[src/rtl/edge_gpio_pkg.sv]
package edge_gpio_pkg;

    typedef enum logic [1:0] {
        EDGE_OFF  = 2'd0,
        EDGE_FALL = 2'd1,
        EDGE_RISE = 2'd2,
        EDGE_ANY  = 2'd3
    } edge_mode_e;

    // Output-control register, bit 5 down to bit 0
    typedef struct packed {
        logic       dir_out;
        logic       push_pull;
        logic       pull_on;
        logic [1:0] pull_kind;
        logic       value;
    } out_ctrl_t;

    function automatic logic edge_hit(input edge_mode_e mode,
                                      input logic cur, input logic prev);
        case (mode)
            EDGE_FALL: return prev & ~cur;
            EDGE_RISE: return cur & ~prev;
            EDGE_ANY:  return cur ^ prev;
            default:   return 1'b0;
        endcase
    endfunction

    function automatic logic drive_enable(input out_ctrl_t c);
        return c.dir_out & (c.push_pull | ~c.value);
    endfunction

endpackage

[src/rtl/edge_gpio_pin.sv]
module edge_gpio_pin
    import edge_gpio_pkg::*;
(
    input  logic       clk,
    input  logic       rst,
    input  logic       out_we,
    input  logic       in_we,
    input  out_ctrl_t  wr_ctrl,
    input  logic [1:0] wr_mode,
    input  logic       pad_in,
    output out_ctrl_t  ctrl,
    output logic [1:0] mode,
    output logic       level,
    output logic       edge_ev,
    output logic       pad_out,
    output logic       pad_oe,
    output logic       pull_en,
    output logic [1:0] pull_sel
);
    out_ctrl_t  ctrl_q;
    edge_mode_e mode_q;
    logic       sync1_q, sync2_q, prev_q;

    always_ff @(posedge clk) begin
        if (rst) begin
            ctrl_q  <= '0;
            mode_q  <= EDGE_OFF;
            sync1_q <= 1'b0;
            sync2_q <= 1'b0;
            prev_q  <= 1'b0;
        end else begin
            if (out_we) ctrl_q <= wr_ctrl;
            if (in_we)  mode_q <= edge_mode_e'(wr_mode);
            sync1_q <= pad_in;
            sync2_q <= sync1_q;
            prev_q  <= sync2_q;
        end
    end

    assign ctrl     = ctrl_q;
    assign mode     = mode_q;
    assign level    = sync2_q;
    assign edge_ev  = edge_hit(mode_q, sync2_q, prev_q);
    assign pad_out  = ctrl_q.value;
    assign pad_oe   = drive_enable(ctrl_q);
    assign pull_en  = ctrl_q.pull_on;
    assign pull_sel = ctrl_q.pull_kind;


    od_release_chk: assert property (@(posedge clk) disable iff (rst)
        (out_we && !wr_ctrl.push_pull && wr_ctrl.value) |=> !pad_oe);


    no_edge_when_off_chk: assert property (@(posedge clk) disable iff (rst)
        (mode == 2'd0) |-> !edge_ev);

endmodule

[src/rtl/edge_gpio_irq.sv]
module edge_gpio_irq #(
    parameter int NPINS   = 13,
    parameter int G0_PINS = 7
) (
    input  logic               clk,
    input  logic               rst,
    input  logic [NPINS-1:0]   ev,
    input  logic [1:0]         st_we,
    input  logic [1:0]         mk_we,
    input  logic [G0_PINS-1:0] wdata,
    output logic [NPINS-1:0]   status,
    output logic [NPINS-1:0]   mask,
    output logic               irq
);
    logic [NPINS-1:0] clr, mwe, mval;

    for (genvar i = 0; i < NPINS; i++) begin : g_bit
        if (i < G0_PINS) begin : g_grp0
            assign clr[i]  = st_we[0] & wdata[i];
            assign mwe[i]  = mk_we[0];
            assign mval[i] = wdata[i];
        end else begin : g_grp1
            assign clr[i]  = st_we[1] & wdata[i-G0_PINS];
            assign mwe[i]  = mk_we[1];
            assign mval[i] = wdata[i-G0_PINS];
        end
    end

    always_ff @(posedge clk) begin
        if (rst) begin
            status <= '0;
            mask   <= '1;
        end else begin
            status <= (status & ~clr) | ev;
            mask   <= (mask & ~mwe) | (mval & mwe);
        end
    end

    assign irq = |(status & ~mask);


    event_sets_status_chk: assert property (@(posedge clk) disable iff (rst)
        (ev != '0) |=> ((status & $past(ev)) == $past(ev)));


    w1c_clears_chk: assert property (@(posedge clk) disable iff (rst)
        (st_we[0] && wdata[0] && !ev[0]) |=> !status[0]);


    mask_reset_chk: assert property (@(posedge clk) disable iff (rst)
        $past(rst) |-> (mask == '1));


    irq_hold_chk: assert property (@(posedge clk) disable iff (rst)
        (irq && st_we == 2'b00 && mk_we == 2'b00) |=> irq);

endmodule

[src/rtl/edge_gpio_ctrl.sv]
module edge_gpio_ctrl
    import edge_gpio_pkg::*;
#(
    parameter int NPINS   = 13,
    parameter int G0_PINS = 7,
    parameter int ADDR_W  = 16,
    parameter logic [ADDR_W-1:0] OUT_BASE  = 'h4E44,
    parameter logic [ADDR_W-1:0] IN_BASE   = 'h4E51,
    parameter logic [ADDR_W-1:0] STAT_BASE = 'h4E0B,
    parameter logic [ADDR_W-1:0] MASK_BASE = 'h4E19
) (
    input  logic               clk,
    input  logic               rst,
    input  logic [ADDR_W-1:0]  reg_addr,
    input  logic [7:0]         reg_wdata,
    input  logic               reg_we,
    output logic [7:0]         reg_rdata,
    input  logic [NPINS-1:0]   pad_in,
    output logic [NPINS-1:0]   pad_out,
    output logic [NPINS-1:0]   pad_oe,
    output logic [NPINS-1:0]   pull_en,
    output logic [2*NPINS-1:0] pull_sel,
    output logic               irq
);
    localparam int G1_PINS = NPINS - G0_PINS;

    out_ctrl_t        ctrl_q [NPINS];
    logic [1:0]       mode_q [NPINS];
    logic [NPINS-1:0] level, ev, status, mask;
    logic [1:0]       st_we, mk_we;
    logic             unused_wbit;

    assign unused_wbit = reg_wdata[7];

    for (genvar p = 0; p < NPINS; p++) begin : g_pin
        logic out_we, in_we;
        assign out_we = reg_we && (reg_addr == ADDR_W'(OUT_BASE + p));
        assign in_we  = reg_we && (reg_addr == ADDR_W'(IN_BASE + p));

        edge_gpio_pin u_pin (
            .clk      (clk),
            .rst      (rst),
            .out_we   (out_we),
            .in_we    (in_we),
            .wr_ctrl  (out_ctrl_t'(reg_wdata[5:0])),
            .wr_mode  (reg_wdata[2:1]),
            .pad_in   (pad_in[p]),
            .ctrl     (ctrl_q[p]),
            .mode     (mode_q[p]),
            .level    (level[p]),
            .edge_ev  (ev[p]),
            .pad_out  (pad_out[p]),
            .pad_oe   (pad_oe[p]),
            .pull_en  (pull_en[p]),
            .pull_sel (pull_sel[2*p +: 2])
        );
    end

    for (genvar g = 0; g < 2; g++) begin : g_grp
        assign st_we[g] = reg_we && (reg_addr == ADDR_W'(STAT_BASE + g));
        assign mk_we[g] = reg_we && (reg_addr == ADDR_W'(MASK_BASE + g));
    end

    edge_gpio_irq #(.NPINS(NPINS), .G0_PINS(G0_PINS)) u_irq (
        .clk    (clk),
        .rst    (rst),
        .ev     (ev),
        .st_we  (st_we),
        .mk_we  (mk_we),
        .wdata  (reg_wdata[G0_PINS-1:0]),
        .status (status),
        .mask   (mask),
        .irq    (irq)
    );

    always_comb begin
        reg_rdata = '0;
        for (int p = 0; p < NPINS; p++) begin
            if (reg_addr == ADDR_W'(OUT_BASE + p)) reg_rdata = {2'b00, ctrl_q[p]};
            if (reg_addr == ADDR_W'(IN_BASE + p))  reg_rdata = {5'b0, mode_q[p], level[p]};
        end
        if (reg_addr == STAT_BASE)
            for (int b = 0; b < G0_PINS; b++) reg_rdata[b] = status[b];
        if (reg_addr == ADDR_W'(STAT_BASE + 1))
            for (int b = 0; b < G1_PINS; b++) reg_rdata[b] = status[G0_PINS+b];
        if (reg_addr == MASK_BASE)
            for (int b = 0; b < G0_PINS; b++) reg_rdata[b] = mask[b];
        if (reg_addr == ADDR_W'(MASK_BASE + 1))
            for (int b = 0; b < G1_PINS; b++) reg_rdata[b] = mask[G0_PINS+b];
    end

endmodule

[config.mk]
export PLATFORM = sky130hd
export DESIGN_NAME = edge_gpio_ctrl
export DESIGN_NICKNAME = d
export VERILOG_FILES = /design/src/rtl/edge_gpio_pkg.sv /design/src/rtl/edge_gpio_pin.sv /design/src/rtl/edge_gpio_irq.sv /design/src/rtl/edge_gpio_ctrl.sv
export SDC_FILE = /design/constraint.sdc
export NUM_CORES = 1
export LEC_CHECK = 0
export BUFFER_PORTS_ARGS = -buffer_cell sky130_fd_sc_hd__buf_2
export CELL_PAD_IN_SITES_DETAIL_PLACEMENT = 0
export CELL_PAD_IN_SITES_GLOBAL_PLACEMENT = 1
export CORE_MARGIN = 3
export CORE_UTILIZATION = 45
export CTS_BUF_LIST = sky130_fd_sc_hd__clkbuf_4 sky130_fd_sc_hd__clkbuf_8 sky130_fd_sc_hd__clkbuf_16
export DETAILED_ROUTE_END_ITERATION = 6
export HOLD_SLACK_MARGIN = 0.02
export PLACE_DENSITY = 0.84
export REMOVE_ABC_BUFFERS = 1
export SKIP_CTS_REPAIR_TIMING = 1
export SYNTH_ARGS = -nofsm -noshare
export SYNTH_HDL_FRONTEND = slang
export SYNTH_HIERARCHICAL = 1
export SYNTH_SLANG_ARGS = --single-unit
[constraint.sdc]
create_clock -name clk -period 6.6 [get_ports clk]
set_clock_uncertainty 0.2 [all_clocks]
set_input_delay 0.33 -clock clk [delete_from_list [all_inputs] [get_ports clk]]
set_output_delay 0.33 -clock clk [all_outputs]
set_load 0.005 [all_outputs]
# [Word-level counts from Yosys, hierarchy flattened]
# Index checks and enable logic that the tools add are counted.
[totals] output_inout_bits=74 word_cells=388 ff_bits=169 input_bits=40
[op_classes] eq_ne=69 reduce_logical=31 bitwise_logic=126 muxes=43
[ops] operator="$eq A16 B15 Y1 const B" count=30
[ops] operator="$mux W8" count=25
[ops] operator="$and A1 B1 Y1" count=52
[ops] operator="$and A13 B13 Y13" count=4
[ops] operator="$eq A2 B2 Y1 const B" count=26
[ops] operator="$not A1 Y1" count=39
[ops] operator="$not A13 Y13" count=3
[ops] operator="$pmux W1 S3" count=13
[ops] operator="$logic_and A1 B1 Y1" count=30
[ops] operator="$eq A2 B1 Y1 const B" count=13
[ops] operator="$or A13 B13 Y13" count=2
[ops] operator="$mux W6" count=3
[ops] operator="$mux W7" count=2
[ops] operator="$or A1 B1 Y1" count=13
[ops] operator="$reduce_or A13 Y1" count=1
[ops] operator="$xor A1 B1 Y1" count=13

# [Depth between registers and ports, before layout]
[depth] ltp_word=31 mapped_depth=10 mapped_depth_nobuf=7

# [By module]
# Netlist, hierarchy kept.
[modules_own_cells] module="edge_gpio_pin" seq_area_each_um2=220.2 instances=13 cells_each=47 area_per_inst_um2=462.9
[modules_own_cells] module="edge_gpio_ctrl" seq_area_each_um2=0.0 instances=1 cells_each=350 area_per_inst_um2=2259.7
[modules_own_cells] module="edge_gpio_irq" seq_area_each_um2=520.5 instances=1 cells_each=116 area_per_inst_um2=989.7

# [Worst setup path after synthesis]
# Ideal clock, no wire load.
[synth_timing] path_type="input -> output" start="input reg_addr[5]" end="output reg_rdata[2]" required_ps=6070 arrival_time_ps=2430 slack_ps=3640 path_buffers=1 cell_stages=8 path_cell_list="or4b_1 -> buf_2 -> or4b_4 -> a2111oi_2 -> a221oi_1 -> a221oi_2 -> o21ai_1 -> a211oi_2"
[synth_via] elab_chain_cells=31 elab_cells_between_ends=60 cone_classes="eq/ne (30); mux (30)"
[synth_lines] item="start: declaration" line_no="edge_gpio_ctrl.sv:14" text="input logic [ADDR_W-1:0] reg_addr,"
[synth_lines] item="$eq A16 B15 Y1" line_no="edge_gpio_ctrl.sv:79" text="if (reg_addr == ADDR_W'(OUT_BASE + p)) reg_rdata = {2'b00, ctrl_q[p]};"
[synth_lines] item="$mux W6" line_no="edge_gpio_ctrl.sv:79"
[synth_lines] item="$mux W8" line_no="edge_gpio_ctrl.sv:80" text="if (reg_addr == ADDR_W'(IN_BASE + p)) reg_rdata = {5'b0, mode_q[p], level[p]};"
[synth_lines] item="$mux W8" line_no="edge_gpio_ctrl.sv:79"
[synth_lines] item="$mux W8" line_no="edge_gpio_ctrl.sv:80"
[synth_lines] item="$mux W8" line_no="edge_gpio_ctrl.sv:79"
[synth_lines] item="$mux W8" line_no="edge_gpio_ctrl.sv:80"
[synth_lines] item="$mux W8" line_no="edge_gpio_ctrl.sv:79"
[synth_lines] item="[... 15 more ...]"
[synth_lines] item="$mux W8" line_no="edge_gpio_ctrl.sv:79"
[synth_lines] item="$mux W8" line_no="edge_gpio_ctrl.sv:80"
[synth_lines] item="$mux W8" line_no="edge_gpio_ctrl.sv:79"
[synth_lines] item="$mux W8" line_no="edge_gpio_ctrl.sv:80"
[synth_lines] item="$mux W7" line_no="edge_gpio_ctrl.sv:82" text="if (reg_addr == STAT_BASE)"
[synth_lines] item="$mux W6" line_no="edge_gpio_ctrl.sv:84" text="if (reg_addr == ADDR_W'(STAT_BASE + 1))"
[synth_lines] item="$mux W7" line_no="edge_gpio_ctrl.sv:86" text="if (reg_addr == MASK_BASE)"
[synth_lines] item="$mux W6 *" line_no="edge_gpio_ctrl.sv:88" text="if (reg_addr == ADDR_W'(MASK_BASE + 1))"
[synth_lines] item="end: declaration" line_no="edge_gpio_ctrl.sv:17" text="output logic [7:0] reg_rdata,"
# Mark *: on every way between the ends. The rest lies on a longest branch, timed or not.

# [Final worst setup path]
[layout_timing] start="input reg_addr[5]" end="output reg_rdata[0]"
# The elaborated chain is that of the path after synthesis.

==> metrics.txt <==
Max FO, Critical Path 24; Post-Route WL 28600 um; crit path launch type input port; Routability Congestion 0.934; grt ovf 0; Starting Density 46.7%; ant diodes 0; syn_area_per_cell 8.61 sq um; CP Class input port to primary output; FILL cells 1901; post-synth cell types 64; Synth Register Bits 169; Util after Layout 51.2%; clk sink count 169; P_leak 3.74 nW; Synth Instances 1077; Metal-1 WL 12600 um; Die Wd 150 um; CTS tree yes; met2 wire length 12600 um; Tmin final 4330 ps; vias in the first global route 7514; endpoint class of the critical path primary output; RSZ-0062 raised after global routing false; via count 8076; Hold Violations, Final 0; Fin Setup TNS 0 ps; uppermost routed layer met4; Arrival @ worst endpoint 3800 ps; Max Cap Viol 0; Max VDD drop 0.000174 V; status finished clean; first-pass GRT wire length 44000 um; dpl hpwl 20500 um; Rel. slew slack 13.5%; Antenna Nets Post-Route 0; DRT iter0 DRCs 822; Yosys warning count 6; Die ar. 22400 sq um; final setup vio count 0; Area Growth Syn to Fin 9.69%; number of synthesized flops with an enable pin 0; fin nets 1184; sequential-to-total area share from yosys stat 36.5%; crit share post-route 65.7%; PortBufs 111; area leader, netlist dfxtp_1; worst slew pin tran 1290 ps; slack of the critical path 2270 ps; Total GRT Usage 25.6%; Hold WC Path Type input port to flop; met3 wire len 2510 um; CTS max path bufs 2; worst hold slack 186 ps; CTS HTree Levels 4; CORE AREA 19800 sq um; Die H 150 um; Skew-Pair Late Insertion Delay 430 ps; TritonCTS Buffers 17; Vias/cell 5.79; routed len/inst 20.5 um; pwr/cell area 205 nW/um^2; Synth top area share 36.5%; DR pass1 iterations 6; Place WS 2400 ps; I/O pin total 114; DR DRC count 0; Mapped Area 9270 sq um; top area cells in the synthesized netlist dfxtp_1 37%, mux2i_1 12%, nor2_1 6.1%, buf_4 4.3%, nor2b_1 3.7%; Async SR Flop Fraction 0%; CP required 6070 ps; row count 51; largest net degree at the start of global routing 82; Slew Limit Fails 0; Main synth FF type dfxtp_1; initial antenna violation count 0; share of layout cells above drive strength 1 14.9%; Clk pin slew, worst setup/hold paths 60 ps; Fmax 0.231 GHz; Root Driver clkbuf_16
==> Yosys cell counts, types with 4 or more instances <==
master and count:
nand3_1 15, a22oi_1 19, buf_6 14, o21ai_1 15
and2_1 23, a21boi_0 13, a221oi_1 13, or4bb_1 6
nor2b_1 55, and3_1 14, nor3_1 20, mux2i_1 115
nor4b_1 4, nor4_1 30, o22ai_1 13, nand2b_1 7
nand4_1 15, clkbuf_1 15, o211ai_1 6, a2111oi_0 4
a21oi_1 17, inv_1 61, dfxtp_1 169, ha_1 26
or4b_2 5, a22o_1 6, buf_4 53, nand2_1 63
o21ai_0 19, nor2_1 150, or3_1 4, nor4bb_1 4
buf_2 28
==> state kept, by name, summed over array words and instances (netlist names), named ones only <==
register,flops
g_pin.u_pin/sync1_q,13
g_pin.u_pin/mode,26
g_pin.u_pin/prev_q,13
g_pin.u_pin/pad_out,13
g_pin.u_pin/pull_en,13
g_pin.u_pin/pull_sel,26
u_irq/status,13
g_pin.u_pin/ctrl,26
g_pin.u_pin/level,13
==> power breakdown <==
group / internal (mW) / switching [mW] / total, mW / leakage [nW]
Sequential: 1.03 / 0.00546 / 1.03 / 1.37
Clock: 0.515 / 0.433 / 0.948 / 0.270
Combinational: 0.0329 / 0.0718 / 0.105 / 2.10
Total: 1.58 / 0.510 / 2.09 / 3.74
==> worst max-delay path, cell delays in order <==
cell and delay (ps):
buf_2 130, or4b_1 940, nor4_1 1180, a22oi_1 220, nand4_1 210, a2111o_1 260
a31oi_1 100, nor3_1 270, buf_2 160
==> metrics by stage <==
step                      instances  total power, mW  cell area (sq um)
after global placement         1350             1.15               9470
after CTS                      1382             2.09              10000
after global routing           1396             2.15              10200
after detailed placement       1350             1.15               9470
final                          1396             2.09              10200
after floorplan                 964             1.09               8500
==> layout by cell type, fill, tap and decap left out, types with 4 or more instances in the layout <==
cell type	n
dlygate4sd3_1	14
nand2_1	63
or4b_2	5
nor2b_1	55
o21ai_0	19
nand4_1	15
a22oi_1	19
o21ai_1	15
nand3_1	15
a2111oi_0	4
nor2_1	150
or4bb_1	6
ha_1	26
o211ai_1	6
a221oi_1	13
nor4_1	30
nor4bb_1	4
a22o_1	6
a21boi_0	13
and2_1	23
nand2b_1	7
or3_1	4
inv_6	4
a21oi_1	17
inv_1	61
mux2i_1	115
nor4b_1	4
dfxtp_1	169
nor3_1	20
and3_1	14
clkbuf_16	17
buf_2	110
buf_4	11
o22ai_1	13
==> logic make-up (layout without fill, tap and decap cells) <==
kind of cell,count (synthesis),in the layout,share of synthesized area [%]
and+or+nand+nor,434,434,24.6
other,1,1,0.0405
DFF,169,169,36.5
adders and majority gates,26,26,3.51
buffers and inverters,174,228,10.7
AOI/OAI and AO/OA,158,158,12.2
muxes,115,115,12.4
==> area by class of cell <==
cell class              instances  area [sq um]  share of cell area, %
repair buffers                135           773                   7.61
clock buffers                  20           467                   4.59
well taps                     265           332                   3.26
clock inverters                12          90.1                  0.886
flip-flops and latches        169          3380                   33.3
multi-input cells             734          4890                   48.1
inverters                      61           229                   2.25
==> routing by layer <==
| metal | vias to the layer above | GRT usage (%) |
|---|---|---|
| met1 | 3828 | 36.0 |
| met3 | 52 | 5.75 |
| li1 | 3815 | - |
| met5 | - | 0 |
| met2 | 381 | 38.6 |
| met4 | 0 | 9.34 |
==> path summary, 6_finish.rpt <==
| path | slack [ps] | end | start | cells past startpoint |
|---|---|---|---|---|
| worst max-delay path | 2270 | reg_rdata[0] | reg_addr[5] | 9 |
| worst min-delay path | 190 | flop | reg_wdata[4] | 3 |
| worst max register to register | 4890 | u_irq/status[3] | g_pin[3].u_pin/level | 7 |
| worst min register to register | 230 | g_pin[3].u_pin/level | g_pin[3].u_pin/sync1_q | 1 |
No activity file was read; power rests on OpenSTA's default activity.
